## src/rtl/dcrc_pkg.sv

```systemverilog
package dcrc_pkg;

    typedef enum logic [1:0] {
        ST_IDLE  = 2'd0,
        ST_WAIT  = 2'd1,
        ST_SHIFT = 2'd2
    } dcrc_state_e;

    // One MSB-first CRC-8 step on a single incoming data bit.
    function automatic logic [7:0] crc8_bit_step(input logic [7:0] c,
                                                 input logic       d,
                                                 input logic [7:0] poly);
        logic fbk;
        fbk = c[7] ^ d;
        return {c[6:0], 1'b0} ^ (fbk ? poly : 8'h00);
    endfunction

endpackage

```

## src/rtl/dcrc_ctrl.sv

```systemverilog
module dcrc_ctrl
    import dcrc_pkg::*;
#(
    parameter int STEP     = 8,
    parameter int LEN_BITS = 5
) (
    input  logic                clk,
    input  logic                rst_n,
    input  logic                start,
    input  logic [7:0]          rd_data,
    input  logic [7:0]          crc_a,
    input  logic [7:0]          crc_b,
    output logic                rd_en,
    output logic [LEN_BITS-1:0] rd_addr,
    output logic                eng_init,
    output logic                en_a,
    output logic                en_b,
    output logic [STEP-1:0]     eng_din,
    output logic                busy,
    output logic                done,
    output logic                crc_ok
);

    localparam int BEATS = 8 / STEP;
    localparam int BCW   = (BEATS > 1) ? $clog2(BEATS) : 1;
    localparam int LW    = LEN_BITS;

    typedef struct packed {
        dcrc_state_e st;
        logic [LW-1:0] idx;
        logic [LW-1:0] len;
        logic [7:0]    sh;
        logic [BCW-1:0] beat;
        logic          fa;
        logic          fb;
        logic          match_a;
        logic          done;
        logic          ok;
    } ctl_s;

    ctl_s r_q, r_d;

    logic [LW-1:0] len_now;
    logic [LW:0]   k1, k2, k3, len_x;
    logic          feed_a, feed_b;

    always_comb begin
        r_d      = r_q;
        r_d.done = 1'b0;
        rd_en    = 1'b0;
        rd_addr  = r_q.idx + 1'b1;
        eng_init = 1'b0;
        en_a     = 1'b0;
        en_b     = 1'b0;
        eng_din  = rd_data[7 -: STEP];
        len_now  = (r_q.idx == '0) ? rd_data[LW-1:0] : r_q.len;
        len_x    = {1'b0, len_now};
        k1       = {1'b0, r_q.idx} + (LW+1)'(1);
        k2       = {1'b0, r_q.idx} + (LW+1)'(2);
        k3       = {1'b0, r_q.idx} + (LW+1)'(3);
        feed_a   = (k3 <= len_x);
        feed_b   = (k2 <= len_x);

        unique case (r_q.st)
            ST_IDLE: begin
                rd_addr = '0;
                if (start) begin
                    rd_en       = 1'b1;
                    eng_init    = 1'b1;
                    r_d.st      = ST_WAIT;
                    r_d.idx     = '0;
                    r_d.ok      = 1'b0;
                    r_d.match_a = 1'b0;
                end
            end

            ST_WAIT: begin
                r_d.len = len_now;
                if ((r_q.idx == '0) && (len_now < LW'(3))) begin
                    r_d.st   = ST_IDLE;
                    r_d.done = 1'b1;
                    r_d.ok   = 1'b0;
                end else if (k1 == len_x) begin
                    r_d.st   = ST_IDLE;
                    r_d.done = 1'b1;
                    r_d.ok   = r_q.match_a && (rd_data == crc_b);
                end else begin
                    if (k2 == len_x) begin
                        r_d.match_a = (rd_data == crc_a);
                    end
                    en_a   = feed_a;
                    en_b   = feed_b;
                    r_d.fa = feed_a;
                    r_d.fb = feed_b;
                    r_d.sh = 8'(rd_data << STEP);
                    if (BEATS == 1) begin
                        rd_en   = 1'b1;
                        r_d.idx = r_q.idx + 1'b1;
                    end else begin
                        r_d.st   = ST_SHIFT;
                        r_d.beat = BCW'(1);
                    end
                end
            end

            ST_SHIFT: begin
                eng_din = r_q.sh[7 -: STEP];
                en_a    = r_q.fa;
                en_b    = r_q.fb;
                r_d.sh  = 8'(r_q.sh << STEP);
                if (r_q.beat == BCW'(BEATS - 1)) begin
                    rd_en   = 1'b1;
                    r_d.idx = r_q.idx + 1'b1;
                    r_d.st  = ST_WAIT;
                end else begin
                    r_d.beat = r_q.beat + 1'b1;
                end
            end

            default: begin
                r_d.st = ST_IDLE;
            end
        endcase
    end

    always_ff @(posedge clk or negedge rst_n) begin
        if (!rst_n) begin
            r_q <= '{st: ST_IDLE, default: '0};
        end else begin
            r_q <= r_d;
        end
    end

    assign busy   = (r_q.st != ST_IDLE);
    assign done   = r_q.done;
    assign crc_ok = r_q.ok;


    done_pulse_chk: assert property (@(posedge clk) disable iff (!rst_n)
        done |=> !done);


    busy_done_chk: assert property (@(posedge clk) disable iff (!rst_n)
        done |-> !busy);


    rd_idle_chk: assert property (@(posedge clk) disable iff (!rst_n)
        (!busy && !start) |-> !rd_en);


    ok_hold_chk: assert property (@(posedge clk) disable iff (!rst_n)
        (!busy && !start) |=> $stable(crc_ok));


    ok_rise_chk: assert property (@(posedge clk) disable iff (!rst_n)
        $rose(crc_ok) |-> done);

endmodule

```

## config.mk

```make
export PLATFORM = sky130hd
export DESIGN_NAME = dcrc_ctrl
export DESIGN_NICKNAME = d
export VERILOG_FILES = /design/src/rtl/dcrc_pkg.sv /design/src/rtl/dcrc_ctrl.sv
export SDC_FILE = /design/constraint.sdc
export NUM_CORES = 1
export LEC_CHECK = 0
export ABC_AREA = 1
export BUFFER_PORTS_ARGS = -buffer_cell sky130_fd_sc_hd__clkbuf_2
export CORE_ASPECT_RATIO = 1.5
export CORE_UTILIZATION = 54
export DETAILED_ROUTE_END_ITERATION = 8
export GPL_ROUTABILITY_DRIVEN = 0
export PLACE_DENSITY = 0.85
export SLEW_MARGIN = 20
export SYNTH_ARGS = -nofsm -noshare
export SYNTH_HDL_FRONTEND = slang
export SYNTH_SLANG_ARGS = --single-unit
```

## constraint.sdc

```tcl
create_clock -name clk -period 3 [get_ports clk]
set_input_delay 0.15 -clock clk [delete_from_list [all_inputs] [get_ports clk]]
set_output_delay 0.15 -clock clk [all_outputs]
set_load 0.005 [all_outputs]
```

* Word-level counts from Yosys, hierarchy flattened
Index checks and enable logic that the tools add are counted.
Cells by class: add/subtract/negate cells 5, $lt $le $gt $ge 3, equality and inequality tests 12, muxes and demuxes 34, bitwise gates (word level) 3, reductions and logical operators 15
Operator list (number):
- 12-bit two-way mux | 2
- 5-bit two-way mux | 4
- 9-bit one-hot mux with 2 select lines | 1
- 8-bit equality test | 2
- 5-bit one-hot mux with 3 select lines | 1
- 7-bit two-way mux | 2
- 1-bit two-way mux | 13
- 5-bit by 2-bit adder with 6-bit output, second input constant | 2
- 6-bit by 5-bit equality test with 1-bit output | 2
- 6-bit by 5-bit less-or-equal comparator with 1-bit output | 2
- 3-bit AND reduction | 4
- 2-bit != test, second input constant | 5
- 5-bit AND reduction | 2
- 2-bit two-way mux | 4
- 8-bit two-way mux | 1
- 1-bit one-hot mux with 2 select lines | 4
- 5-bit by 1-bit adder with 6-bit output, second input constant | 1
- 2-bit one-hot mux with 3 select lines | 1
- 2-bit nonzero test | 3
- 5-bit by 1-bit adder with 5-bit output, second input constant | 1
- 5-bit logical NOT | 1
- 5-bit by 2-bit < comparator with 1-bit output, second input constant | 1
- 3-bit != test, second input constant | 1
- 1-bit inverter | 3
- other kinds (8) | 9
Word-level totals: register bits 26, bits of input ports 27

* Longest topological paths before layout
depth after elaboration 7, mapped depth 17, depth with buffers taken out 17

* Worst setup path after synthesis
OpenSTA, ideal clock, no wires.
path type reg2reg, start point register r_q[19] in the netlist's numbering, end point register r_q[23] in the netlist's numbering, library setup time 0.117 ns, arrival time 2.059 ns, data required time 2.883 ns, path slack 0.824 ns, stages on the path, launching flop included 17, path buffers 1, clock period less this slack 2.176 ns, path through dfrtp_1 inv_1 ha_1 inv_1 nor2_4 buf_6 nand3_2 nand2_2 ha_1 a21oi_1 nand2_1 inv_1 nand3_4 nand2_4 nand2_4 nand2_1 nand2_1
Between the ends: longest elaborated chain between the ends 6
RTL lines:
- start: declaration | line dcrc_ctrl.sv:41 | ctl_s r_q, r_d;
- start signal: assignment | line dcrc_ctrl.sv:130 | r_q <= r_d;
- 5-bit logical NOT (*) | line dcrc_ctrl.sv:56 | len_now = (r_q.idx == '0) ? rd_data[LW-1:0] : r_q.len;
- 5-bit two-way mux (*) | line dcrc_ctrl.sv:56
- named net len_now[0] | line dcrc_ctrl.sv:43 | logic [LW-1:0] len_now;
- 5-bit by 2-bit < comparator with 1-bit output | line dcrc_ctrl.sv:79 | if ((r_q.idx == '0) && (len_now < LW'(3))) begin
- 1-bit logical AND | line dcrc_ctrl.sv:79
- 2-bit != test (no line)
- 5-bit AND reduction (no line) (*)
The timed path passes the listed nets; every way through them passes the cells marked *. The select of a mux whose other input is x is not followed. A chain may end at the register's enable or synchronous reset.

* Worst setup path in the final report
start point register r_q[19] in the netlist's numbering, end point output en_b
Between the ends: longest elaborated chain between the ends 6
RTL lines:
- branches (longest 4 deep; another with 5-bit by 2-bit adder with 6-bit output)
- 1-bit two-way mux (*) | line dcrc_ctrl.sv:79
- 1-bit one-hot mux with 2 select lines (*) | line dcrc_ctrl.sv:64 | unique case (r_q.st)
- end: declaration | line dcrc_ctrl.sv:17 | output logic en_b,
Mark *: on every way between the ends.

==> impl_metrics.yaml <==
run_status:
  outcome: "complete, no violations"
floorplan:
  initial_utilization_pct: 57.3
  pin_count: 47
  coreArea_um2: 3160
  die_h_um: 72.9
  rows: 25
  floorplan.die.width_um: 49.3
  die-area_um2: 3600
synth:
  yosys.area_share.adder_pct: 8.98
  syn_avg_cell_area_um2: 6.94
  synth_cell_type_count: 33
  netlist_top_cells_area: "dfrtp_1, nand2_1, ha_1, inv_1, buf_4"
  synth-compound-area-share_pct: 10.0
  synth-seq-cells: 14
  synth_most_common_cell: "nand2_1"
  synth-edff-count: 0
  yosys.area_share.simple_pct: 41.9
  synth_seq_area_share_pct: 19.3
  synth_fp_nets: 301
  yosys-top-cells-count: "nand2_1, inv_1, nor2_1"
  synth_ff_type: "dfrtp_1"
  synth_top_family_by_area: "simple AND/OR/NAND/NOR gates"
  synth-xor-area-share_pct: 4.35
  async_flop_share_pct: 100
  synth_area_leader_cell: "dfrtp_1"
  synth_mux_area_share_pct: 0
  ys_warn_count: 0
  syn_inst: 261
  netlist_area_um2: 1810
  synth_top_area_share_pct: 19.3
worst_setup_path:
  r2r_slack_ns: 0.57
  critPathKind: "reg2out"
  cp.arrival_ns: 2.64
  crit_fanout: 9
  critPathLaunchType: "flip-flop"
  cp.required_ns: 2.85
  endpoint_kind: "output port"
sta:
  period_share_pct: 92.9
  setup_tns_ns: 0
  period_minus_slack_ns: 2.79
  fmax_ghz: 0.359
  slew_headroom_pct: 67.5
  rsz0062_at_grt: "false"
  tightest_slew_ns: 0.488
  final_hold_viol_count: 0
  fin_skew_ns: 0.00518
  setup_viol: 0
  finalMaxSlewViolations: 0
clocking:
  clkLatencyLatePin_ns: 0.25
  cts_buffer_depth: 2
  numCtsBuffers: 3
  cts_tree: "built"
  root_buffer: "clkbuf_8"
  cts.htree.levels: 1
  clkSlewWorstSetupHoldPaths_ns: 0.06
  cts.sink_count: 14
routing:
  dr.first_iter.drc_count: 72
  drtAntennaViolNets: 0
  drc_errors: 0
  route.vias.total: 1829
  viasPerCell: 5.44
  finalWirelength_um: 4480
  drt_pre_antenna_iters: 4
  wl_per_cell_um: 13.3
pwr:
  leakage_nw: 1.14
  p_per_area_nw_per_um2: 1110
  ir_drop_uv: 710
grt:
  grt_remaining_overflow: 0
  grt_pass1_wl_um: 7440
  grt_pass1_vias: 1732
  grt_max_degree: 15
  grt_util_all_layers_pct: 27.3
  antenna_found_initial: 0
cells_and_area:
  stdcell_count: 336
  fin_nets: 337
  antenna_cells: 0
  drive_above_1_share_pct: 27.7
  syn2layout_area_growth_pct: 12.8
flow_run:
  maxCapViolations: 0
placed_design:
  dp_cells: 328
  hpwl_um: 3660
  io_buffers: 46
hold_path:
  hp-class: "in2reg"
-- timing repair --
action / 4_1_cts / 5_1_grt
buffers inserted: 0 / 3
resized for setup: 0 / 2
endpoints found under the setup margin: 0 / 3
hold endpoints to repair: 14 / 0
hold buffers: 1 / 0
-- layout make-up --
class	instances	area, µm²
inverters	34	128
fillers	293	1120
flip-flops and latches	14	353
repair buffers	50	275
well taps	40	50.0
multi-input cells	194	1180
clock buffers	4	55.1
-- where the power goes --
part / internal, W / switching [W]
Sequential: 0.000272 / 0.000108
Clock: 0.000116 / 0.0000687
Combinational: 0.000637 / 0.00106
-- through the flow --
step | hold slack (ns) | setup WS (ns) | instance area (µm²) | util [%] | power, W
2_1_floorplan | -0.146 | 0.824 | 1810 | - | 0.00170
3_3_place_gp | 0.0770 | 0.409 | 1940 | 61.4 | 0.00196
3_5_place_dp | 0.0809 | 0.334 | 1940 | 61.4 | 0.00200
4_1_cts | 0.280 | 0.0492 | 2010 | 63.5 | 0.00220
5_1_grt | 0.281 | 0.0549 | 2040 | 64.7 | 0.00249
6_report | 0.278 | 0.214 | 2040 | 64.7 | 0.00227
-- kinds of logic (layout without fill, tap and decap cells) --
group           after synthesis  after routing
simple gates                142            142
buf+inv                      53             88
compound gates               30             30
flops                        14             14
fa+ha+maj                    13             13
xor+xnor                      9              9
-- per-layer routing --
layer  track usage (%)  vias to the layer above  share of wire [%]
li1                  -                      902                  -
met1              28.4                      839                 39
met2              52.7                       74                 52
met3              3.33                       14                5.0
met4              13.4                        0                3.5
met5                 0                        -                  0
-- cells in the final DEF (no fill, tap or decap), types with 2 or more instances in the layout --
cell type / n
nor2_4: 3
nand2_4: 5
clkbuf_2: 46
nand4_1: 8
dfrtp_2: 2
nand3_2: 4
a211oi_1: 4
nand2_1: 58
o21ai_0: 11
ha_1: 13
xor2_1: 3
nand3_4: 3
nand3_1: 19
nand2_2: 9
a31oi_1: 2
buf_4: 2
inv_1: 34
nor2_1: 26
clkbuf_8: 4
xnor2_1: 6
dfrtp_1: 12
a21oi_1: 8
nand3b_1: 3
-- flip-flops by register name, indices dropped and copies added (netlist names) --
name / count
r_q: 12
crc_ok: 1
done: 1
-- worst paths after layout --
check / end / cells past startpoint / startpoint
max: en_b / 16 / r_q[19]
max reg2reg: r_q[2] / 17 / r_q[19]
min: r_q[14] / 3 / rd_data[0]
max in group asynchronous: r_q[20] / 2 / rst_n
min reg2reg: r_q[17] / 2 / r_q[17]
min in group asynchronous: r_q[22] / 2 / rst_n
-- worst max-delay path, stage by stage, from the launching register on --
cell and delay, ns:
dfrtp_2 0.44, inv_1 0.10, ha_1 0.19, inv_1 0.09, nor2_4 0.06, buf_12 0.14
buf_4 0.15, nand3_4 0.08, nand2_4 0.09, ha_1 0.31, nand2_1 0.05, nor2_1 0.14
nand2_1 0.07, nor2_1 0.15, a31oi_1 0.06, nor2_1 0.13, clkbuf_2 0.13
Power figures use the tool's default switching activity.
